## config.mk

```make
export PLATFORM = sky130hd
export DESIGN_NAME = rxq_holding_buffer
export DESIGN_NICKNAME = d
export VERILOG_FILES = /design/src/rtl/rxq_pkg.sv /design/src/rtl/rxq_store.sv /design/src/rtl/rxq_ctrl.sv /design/src/rtl/rxq_holding_buffer.sv
export SDC_FILE = /design/constraint.sdc
export NUM_CORES = 1
export LEC_CHECK = 0
export ABC_AREA = 1
export BUFFER_PORTS_ARGS = -buffer_cell sky130_fd_sc_hd__buf_2
export CORE_UTILIZATION = 50
export CTS_CLUSTER_SIZE = 14
export DETAILED_ROUTE_END_ITERATION = 7
export PLACE_DENSITY = 0.78
export SKIP_CTS_REPAIR_TIMING = 1
export SLEW_MARGIN = 20
export SYNTH_ARGS = -nofsm -noshare
export SYNTH_HDL_FRONTEND = slang
export SYNTH_SLANG_ARGS = --single-unit
```

## constraint.sdc

```tcl
create_clock -name clk -period 5.6 [get_ports clk]
set_input_delay 0.28 -clock clk [delete_from_list [all_inputs] [get_ports clk]]
set_output_delay 0.28 -clock clk [all_outputs]
set_load 0.05 [all_outputs]
```

## src/rtl/rxq_pkg.sv

```systemverilog
package rxq_pkg;
    typedef enum logic [1:0] {
        FILL_EMPTY   = 2'd0,
        FILL_PARTIAL = 2'd1,
        FILL_FULL    = 2'd2
    } rxq_fill_e;
endpackage

```

## src/rtl/rxq_store.sv

```systemverilog
module rxq_store #(
    parameter int DATA_W = 8,
    parameter int DEPTH  = 4,
    localparam int PTR_W = $clog2(DEPTH)
) (
    input  logic              clk,
    input  logic              rst_n,
    input  logic              wr_en,
    input  logic [PTR_W-1:0]  wr_idx,
    input  logic [DATA_W-1:0] wr_data,
    input  logic [PTR_W-1:0]  rd_idx,
    output logic [DATA_W-1:0] rd_word
);
    logic [DATA_W-1:0] slot_q [DEPTH];

    for (genvar g = 0; g < DEPTH; g++) begin : g_slot
        always_ff @(posedge clk or negedge rst_n) begin
            if (!rst_n) begin
                slot_q[g] <= '0;
            end else if (wr_en && (wr_idx == PTR_W'(g))) begin
                slot_q[g] <= wr_data;
            end
        end
    end

    assign rd_word = slot_q[rd_idx];
endmodule

```

## src/rtl/rxq_ctrl.sv

```systemverilog
module rxq_ctrl
    import rxq_pkg::*;
#(
    parameter int DEPTH  = 4,
    localparam int PTR_W = $clog2(DEPTH),
    localparam int CNT_W = $clog2(DEPTH + 1)
) (
    input  logic             clk,
    input  logic             rst_n,
    input  logic             rx_enable,
    input  logic             push_valid,
    input  logic             brk_event,
    input  logic             brk_clr,
    input  logic             flush,
    input  logic             rd_en,
    output logic             wr_en,
    output logic [PTR_W-1:0] wr_idx,
    output logic             wr_zero,
    output logic [PTR_W-1:0] rd_idx,
    output logic             empty,
    output logic             full,
    output logic             can_accept,
    output logic             brk_flag
);
    rxq_fill_e        state_q, state_d;
    logic [PTR_W-1:0] rptr_q, rptr_d, wptr_q, wptr_d;
    logic [CNT_W-1:0] cnt_q, cnt_d;
    logic             brk_q;
    logic             do_pop, do_data, do_ovw, do_append;

    function automatic logic [PTR_W-1:0] ptr_inc(input logic [PTR_W-1:0] p);
        return (p == PTR_W'(DEPTH - 1)) ? '0 : p + 1'b1;
    endfunction

    function automatic logic [PTR_W-1:0] ptr_dec(input logic [PTR_W-1:0] p);
        return (p == '0) ? PTR_W'(DEPTH - 1) : p - 1'b1;
    endfunction

    // Output process: flags and strobes decoded from the fill state.
    always_comb begin
        empty = 1'b0;
        full  = 1'b0;
        unique case (state_q)
            FILL_EMPTY:   empty = 1'b1;
            FILL_PARTIAL: ;
            FILL_FULL:    full  = 1'b1;
            default:      empty = 1'b1;
        endcase
        can_accept = rx_enable && !full;
        do_pop     = rd_en && !empty;
        do_data    = push_valid && can_accept && !brk_event;
        do_ovw     = brk_event && full && !do_pop;
        do_append  = (brk_event && !do_ovw) || do_data;
        wr_en      = !flush && (do_append || do_ovw);
        wr_idx     = do_ovw ? ptr_dec(wptr_q) : wptr_q;
        wr_zero    = brk_event;
        rd_idx     = rptr_q;
        brk_flag   = brk_q;
    end

    // Next-state process: pointers, count and fill-state transitions.
    always_comb begin
        if (flush) begin
            rptr_d = '0;
            wptr_d = '0;
            cnt_d  = '0;
        end else begin
            rptr_d = do_pop ? ptr_inc(rptr_q) : rptr_q;
            wptr_d = do_append ? ptr_inc(wptr_q) : wptr_q;
            cnt_d  = cnt_q + CNT_W'(do_append) - CNT_W'(do_pop);
        end
        state_d = state_q;
        unique case (state_q)
            FILL_EMPTY:   if (cnt_d != '0) state_d = FILL_PARTIAL;               // fill_start
            FILL_PARTIAL: if (cnt_d == '0) state_d = FILL_EMPTY;                 // drain_last / flush_all
                          else if (cnt_d == CNT_W'(DEPTH)) state_d = FILL_FULL;  // fill_top
            FILL_FULL:    if (cnt_d == '0) state_d = FILL_EMPTY;                 // flush_all
                          else if (cnt_d != CNT_W'(DEPTH)) state_d = FILL_PARTIAL; // drain_top
            default:      state_d = FILL_EMPTY;
        endcase
    end

    // State register process.
    always_ff @(posedge clk or negedge rst_n) begin
        if (!rst_n) begin
            state_q <= FILL_EMPTY;
            rptr_q  <= '0;
            wptr_q  <= '0;
            cnt_q   <= '0;
            brk_q   <= 1'b0;
        end else begin
            state_q <= state_d;
            rptr_q  <= rptr_d;
            wptr_q  <= wptr_d;
            cnt_q   <= cnt_d;
            if (brk_event)    brk_q <= 1'b1;
            else if (brk_clr) brk_q <= 1'b0;
        end
    end

    assert_cnt_bound_R1: assert property (@(posedge clk) disable iff (!rst_n)
        cnt_q <= CNT_W'(DEPTH));

    assert_empty_read_hold_R2: assert property (@(posedge clk) disable iff (!rst_n)
        (empty && rd_en && !push_valid && !brk_event && !flush)
        |=> (state_q == FILL_EMPTY) && $stable(rptr_q) && $stable(wptr_q));

    assert_brk_sets_flag_R6: assert property (@(posedge clk) disable iff (!rst_n)
        brk_event |=> brk_flag);

    assert_full_break_hold_R7: assert property (@(posedge clk) disable iff (!rst_n)
        (full && brk_event && !rd_en && !flush)
        |=> (state_q == FILL_FULL) && $stable(rptr_q) && $stable(wptr_q));

    assert_pop_push_level_R8: assert property (@(posedge clk) disable iff (!rst_n)
        (!flush && do_pop && do_append) |=> $stable(cnt_q));

    assert_flush_empties_R9: assert property (@(posedge clk) disable iff (!rst_n)
        flush |=> (state_q == FILL_EMPTY) && (cnt_q == '0));
endmodule

```

## src/rtl/rxq_holding_buffer.sv

```systemverilog
module rxq_holding_buffer #(
    parameter int DATA_W = 8,
    parameter int DEPTH  = 4
) (
    input  logic              clk,
    input  logic              rst_n,
    input  logic              rx_enable,
    input  logic              push_valid,
    input  logic [DATA_W-1:0] push_data,
    input  logic              brk_event,
    input  logic              brk_clr,
    input  logic              flush,
    input  logic              rd_en,
    output logic [DATA_W-1:0] rd_data,
    output logic              rx_ready,
    output logic              fifo_full,
    output logic              can_accept,
    output logic              brk_flag
);
    localparam int PTR_W = $clog2(DEPTH);

    logic             wr_en, wr_zero, empty;
    logic [PTR_W-1:0] wr_idx, rd_idx;
    logic [DATA_W-1:0] head_word;

    rxq_ctrl #(.DEPTH(DEPTH)) u_ctrl (
        .clk        (clk),
        .rst_n      (rst_n),
        .rx_enable  (rx_enable),
        .push_valid (push_valid),
        .brk_event  (brk_event),
        .brk_clr    (brk_clr),
        .flush      (flush),
        .rd_en      (rd_en),
        .wr_en      (wr_en),
        .wr_idx     (wr_idx),
        .wr_zero    (wr_zero),
        .rd_idx     (rd_idx),
        .empty      (empty),
        .full       (fifo_full),
        .can_accept (can_accept),
        .brk_flag   (brk_flag)
    );

    rxq_store #(.DATA_W(DATA_W), .DEPTH(DEPTH)) u_store (
        .clk     (clk),
        .rst_n   (rst_n),
        .wr_en   (wr_en),
        .wr_idx  (wr_idx),
        .wr_data (wr_zero ? '0 : push_data),
        .rd_idx  (rd_idx),
        .rd_word (head_word)
    );

    assign rd_data  = empty ? '0 : head_word;
    assign rx_ready = !empty;

    assert_full_blocks_accept_R5: assert property (@(posedge clk) disable iff (!rst_n)
        fifo_full |-> !can_accept);

    assert_empty_reads_zero_R2: assert property (@(posedge clk) disable iff (!rst_n)
        !rx_ready |-> (rd_data == '0));
endmodule

```

### Word-level counts from Yosys, hierarchy flattened

Index checks and enable logic that the tools add are counted.
Widths: inputs -> output; s select.

| word-level totals | value |
|---|---|
| bits of input ports | 16 |
| word-level logic and storage cells | 80 |
| output and inout bits | 12 |
| register bits after elaboration | 42 |

| cells by class | value |
|---|---|
| equality and inequality tests | 12 |
| bitwise operators | 1 |
| reduce and logical (&&, ||, !) cells | 29 |
| $add $sub $neg | 5 |
| $lt $le $gt $ge | 1 |
| multiplexer cells | 23 |

Operator list:

| kind | number |
|---|---|
| $mux 8 | 4 |
| $mux 2 | 13 |
| $bmux 8 s2 | 1 |
| $logic_and 1x1->1 | 12 |
| $eq 2x2->1 const B | 5 |
| $logic_not 2->1 | 3 |
| $ne 3x1->1 const B | 2 |
| $pmux 2 s3 | 1 |
| $reduce_bool 2->1 | 3 |
| $logic_not 1->1 | 5 |
| $add 2x1->2 const B | 2 |
| $eq 2x1->1 const B | 2 |
| $add 3x1->3 | 1 |
| $eq 3x3->1 const B | 1 |
| $ge 3x3->1 const B | 1 |
| $logic_not 3->1 | 1 |
| $mux 1 | 3 |
| $mux 3 | 1 |
| $ne 3x3->1 const B | 1 |
| $not 2->3 | 1 |
| $reduce_and 3->1 | 1 |
| $reduce_bool 3->1 | 1 |
| $sub 3x1->3 | 1 |
| $logic_or 1x1->1 | 2 |
| other kinds (3) | 3 |

### Longest topological paths before layout

| depth | value |
|---|---|
| depth after elaboration | 15 |
| mapped depth | 19 |
| depth with buffers taken out | 19 |

### By module

A second synthesis with hierarchy kept.

| second synthesis, totals | value |
|---|---|
| cell total of the unflattened synthesis | 363 |
| area total of the unflattened synthesis | 2,667.6 µm² |

Modules (own cells, without submodules):

| module | area an instance (µm²) | sequential area each (µm²) | instances | cells an instance |
|---|---|---|---|---|
| rxq_store | 1,790.5 | 800.8 | 1 | 235 |
| rxq_ctrl | 730.7 | 250.2 | 1 | 93 |
| rxq_holding_buffer | 146.4 | 0.0 | 1 | 35 |

### Worst setup path before layout

No wires, ideal clock.

| timing path | value |
|---|---|
| path type | register to register |
| start point | reg u_ctrl.state_q[0] |
| end point | reg u_ctrl.state_q[1] |
| library setup time | 0.126 ns |
| clock period less this slack | 3.032 ns |
| stages on the path, launching flop included | 20 |
| arrival | 2.905 ns |
| path buffers | 0 |
| slack | 2.568 ns |
| required time | 5.474 ns |
| cell sequence | dfrtp_1 > inv_1 > ha_1 > nor2_2 > nand2_1 > nand2_1 > nand2_1 > inv_1 > ha_1 > inv_1 > fa_1 > inv_1 > nand2_1 > nand2_1 > inv_1 > nand2_1 > nor2_1 > nor2_1 > nand2_1 > o21ai_0 |

| on the way | value |
|---|---|
| elaborated cells between the ends (all ways) | 30 |
| those cells by class | add/sub: 2; eq/ne: 7; mux: 5; reduce/logical: 16 |

RTL lines:

| item | RTL line | source |
|---|---|---|
| start, declared | rxq_ctrl.sv:25 | `rxq_fill_e state_q, state_d;` |
| start signal, assigned | rxq_ctrl.sv:92 | `state_q <= state_d;` |
| $eq 2x2->1 * | rxq_ctrl.sv:43 | `unique case (state_q)` |
| $mux 1 * | rxq_ctrl.sv:43 |  |
| via fifo_full | rxq_holding_buffer.sv:16 | `output logic fifo_full,` |
| $logic_not 1->1 * | rxq_ctrl.sv:49 | `can_accept = rx_enable && !full;` |
| $logic_and 1x1->1 * | rxq_ctrl.sv:49 |  |
| via can_accept | rxq_holding_buffer.sv:17 | `output logic can_accept,` |
| $logic_and 1x1->1 * (2 in series) | rxq_ctrl.sv:51 | `do_data = push_valid && can_accept && !brk_event;` |
| $logic_or 1x1->1 * | rxq_ctrl.sv:53 | `do_append = (brk_event && !do_ovw) \|\| do_data;` |
| $add 3x1->3 * | rxq_ctrl.sv:70 | `cnt_d = cnt_q + CNT_W'(do_append) - CNT_W'(do_pop);` |
| $sub 3x1->3 * | rxq_ctrl.sv:70 |  |
| $mux 3 * | rxq_ctrl.sv:63 | `if (flush) begin` |
| $ne 3x3->1, or another cell as far along | rxq_ctrl.sv:78 | `else if (cnt_d != CNT_W'(DEPTH)) state_d = FILL_PARTIAL;` |
| $ne 3x1->1 (no source line), or another cell as far along | n/a |  |
| $reduce_and 3->1 (no source line) or $pmux 2 s3 (tied branches) | n/a |  |

Mark *: on every way through the listed nets, which the timed path passes. The rest lies on a longest branch.
A chain may end at the register's enable or synchronous reset.

### Final worst setup path

| timing path | value |
|---|---|
| start point | reg u_ctrl.state_q[0] |
| end point | reg u_ctrl.state_q[1] |

| on the way | value |
|---|---|
| cells in the longest elaborated chain, start to end | 14 |
| elaborated cells between the ends (all ways) | 30 |
| those cells by class | add/sub: 2; eq/ne: 7; mux: 5; reduce/logical: 16 |

Ends and longest elaborated chain:

| item | RTL line | source |
|---|---|---|
| $eq 2x1->1 or $eq 2x2->1 (tied branches) | rxq_ctrl.sv:43, rxq_ctrl.sv:73 |  |
| $reduce_or 2->1 (no source line) | n/a |  |
| $logic_and 1x1->1 | rxq_ctrl.sv:50 | `do_pop = rd_en && !empty;` |
| $logic_not 1->1 | rxq_ctrl.sv:52 | `do_ovw = brk_event && full && !do_pop;` |
| $logic_and 1x1->1 | rxq_ctrl.sv:52 |  |
| $logic_not 1->1 | rxq_ctrl.sv:53 |  |
| $logic_and 1x1->1 | rxq_ctrl.sv:53 |  |
| $logic_or 1x1->1 | rxq_ctrl.sv:53 |  |
| $add 3x1->3 | rxq_ctrl.sv:70 |  |
| $sub 3x1->3 | rxq_ctrl.sv:70 |  |
| $mux 3 | rxq_ctrl.sv:63 |  |
| $ne 3x3->1, or another cell as far along | rxq_ctrl.sv:78 |  |
| $ne 3x1->1 (no source line), or another cell as far along | n/a |  |
| $reduce_and 3->1 (no source line) or $pmux 2 s3 (tied branches) | n/a |  |

Several ways; a longest one is shown, not always the timed one.

==> out/results.txt <==
antenna violations before repair: 0
Post-Route WL: 4.509 mm
Req. time, crit path: 5.79 ns
GPL Wtd Cong: 0.7395
PwrDens: 568.5 nW/um2
CP endpoint kind: flip-flop
Slowest cell on crit path: fa_1
CTS buffer count: 5
status: complete, no violations
syn nets: 299
Bufs and invs on worst path: 6
layout cell share with drive strength beyond 1: 20.33%
Die ar.: 4740 um2
crit path cell chain: inv_1 -> ha_1 -> nand2_2 -> inv_1 -> ha_1 -> inv_1 -> ha_1 -> inv_1 -> fa_1 -> inv_1 -> nand2_1 -> nand2_1 -> inv_1 -> nand2_1 -> nor2_1 -> nor2_1 -> nand2_1 -> o21ai_0
final net count: 325
core footprint: 4144 um2
drt initial violations: 104
crit-path max FO: 6
number of remaining DRC errors: 0
Final period util: 48.78%
number of placement rows: 23
clock root cell: clkbuf_8
Die Y: 68.85 um
Via Count: 1769
Critical Path AT: 2.92 ns
clock latency on the worst-skew pair: 0.30 ns
Slew HR: 37.56%
Synth Instances: 273
Finished Core Util: 59.84%
mean cell area of the mapped netlist: 8.186 um2
Startpoint Class: flip-flop
WHS: 0.1220 ns
clock slew at reported path FFs: 0.08 ns
Pre-Repair DR Iteration Count: 4
skew final: 0.004852 ns
largest net degree at the start of global routing: 43
Initial Utilization: 53.93%
antenna cell count: 0
Die W: 68.85 um
synthesized cell area: 2235 um2
max-slew violations: 0
sequential area share after synthesis: 47.03%
gr usage total: 22.92%
FMAX: 366.1 MHz
minimum clock period: 2.732 ns
Hold Path Class: input port to asynchronous set/reset pin
final global-route overflow total: 0
first-pass GRT wire length: 7.790 mm
most used cell, CP: inv_1
CP max stage delay: 0.47 ns
clock buffer depth: 2
Cell variety after synth: 25
Hold Vio Cnt, Final: 0
Final HPWL DP: 3.135 mm
Clock Sink Count: 42
# IOs: 28
Synth-to-Final Area Change: 10.97%
H-tree levels: 2
LEAKAGE: 1.273 nW
DRT antenna net count: 0
post-synthesis register bit count: 42
WS Path Type: flip-flop to flip-flop
mean number of vias per cell: 5.054
unrepaired setup endpoints after global routing: no
wire length per cell: 12.88 um
synth warn: 0
CTS tree: yes
vias in the first global route: 1715
setup TNS after final layout: 0 ns
worst-margin pin slew: 0.9366 ns
Max-Cap Viols: 0
delay-heaviest family, CP: adder cells
Finish-stage setup viols: 0
worst vdd ir: 0.4333 mV
port bufs: 27
power by group:
group	internal, mW	total, mW	switching [mW]
clock	0.131	0.238	0.107
sequential	0.431	0.523	0.0913
combinational	0.204	0.649	0.445
total	0.766	1.41	0.643
worst paths after layout:
check / startpoint / slack (ns) / to / depth (start not counted)
worst max-delay path: u_ctrl.state_q[0] / 2.87 / u_ctrl.state_q[1] / 18
worst min-delay path: rst_n / 0.12 / u_store.slot_q[30] / 1
worst max register to register: u_ctrl.state_q[0] / 2.87 / u_ctrl.state_q[1] / 18
worst min register to register: u_store.slot_q[4] / 0.48 / u_store.slot_q[4] / 2
max in group asynchronous: rst_n / 4.90 / u_store.slot_q[26] / 1
min in group clk: brk_clr / 0.18 / u_ctrl.brk_flag / 2
area by class of cell:
| cell class | instances | area [um2] |
|---|---|---|
| repair buffers | 27 | 135.1 |
| multi-input cells | 194 | 1013 |
| well taps | 50 | 62.56 |
| clock buffers | 5 | 68.82 |
| inverters | 29 | 108.9 |
| flip-flops and latches | 42 | 1051 |
| fillers | 376 | 1664 |
| clock inverters | 3 | 40.04 |
per-stage QoR:
step                setup slack (ns)  instances  power (mW)  area [um2]
CTS                            2.879        350       1.418        2480
global placement               2.972        342       1.157        2371
finish                         2.868        350       1.410        2480
detailed placement             2.889        342       1.179        2371
floorplan                      2.568        273       1.040        2235
global route                   2.605        350       1.529        2480
cell usage after synthesis:
cell      instances  area (um2)
nand2_1          62       232.7
dfrtp_1          42        1051
nor2_1           40       150.1
o21ai_0          29       145.1
inv_1            26       97.59
o21ai_2          14       122.6
o21ai_1          12       60.06
ha_1              9       112.6
a21oi_1           8       40.04
nand2_2           5       31.28
nand3_1           5       25.02
buf_6             4       45.04
a211oi_1          2       15.01
clkbuf_1          2       7.510
inv_2             2       7.510
nor2_2            2       12.51
buf_1             1       3.750
buf_2             1       5.000
clkinv_1          1       3.750
fa_1              1       20.02
nand2_4           1       11.26
nand3_2           1       10.01
nand4_1           1       6.260
nor2b_4           1       13.76
nor3_1            1       5.000
worst reg2reg max path, cell delays in order, from the launching register on:
cell	delay, ns
dfrtp_1	0.40
inv_1	0.08
ha_1	0.34
nand2_2	0.13
inv_1	0.06
ha_1	0.26
inv_1	0.06
ha_1	0.13
inv_1	0.05
fa_1	0.47
inv_1	0.04
nand2_1	0.06
nand2_1	0.09
inv_1	0.06
nand2_1	0.08
nor2_1	0.12
nor2_1	0.08
nand2_1	0.06
o21ai_0	0.07
per-layer routing:
| metal | GRT usage (%) | vias to the layer above | share of wire [%] |
|---|---|---|---|
| met3 | 3.454 | 7 | 2.6 |
| met1 | 28.98 | 809 | 49 |
| li1 | - | 926 | - |
| met4 | 9.184 | 0 | 1.6 |
| met5 | 0 | - | 0 |
| met2 | 39.08 | 27 | 47 |
cell usage in the layout (no fill, tap or decap):
cell type and count:
a211oi_1 2, a21oi_1 8, buf_2 27, bufinv_16 1
clkbuf_8 5, clkinv_1 1, clkinv_2 2, dfrtp_1 42
fa_1 1, ha_1 9, inv_1 26, inv_2 2
nand2_1 62, nand2_2 5, nand2_4 1, nand3_1 5
nand3_2 1, nand4_1 1, nor2_1 40, nor2_2 2
nor2b_4 1, nor3_1 1, o21ai_0 29, o21ai_1 12
o21ai_2 14
registers in the layout (all words and copies together), names as in the netlist:
signal	count
u_ctrl.cnt_q	3
u_ctrl.state_q	2
u_ctrl.brk_flag	1
u_ctrl.rd_idx	2
u_store.slot_q	32
u_ctrl.wptr_q	2
cells by family (layout without fill, tap and decap cells):
kind of cell,after synthesis,count (layout),share of synthesized area (%)
flops,42,42,47.03
buf+inv,37,64,7.614
simple gates,119,119,22.28
compound gates,65,65,17.13
fa+ha+maj,10,10,5.935
Power figures use the tool's default switching activity.
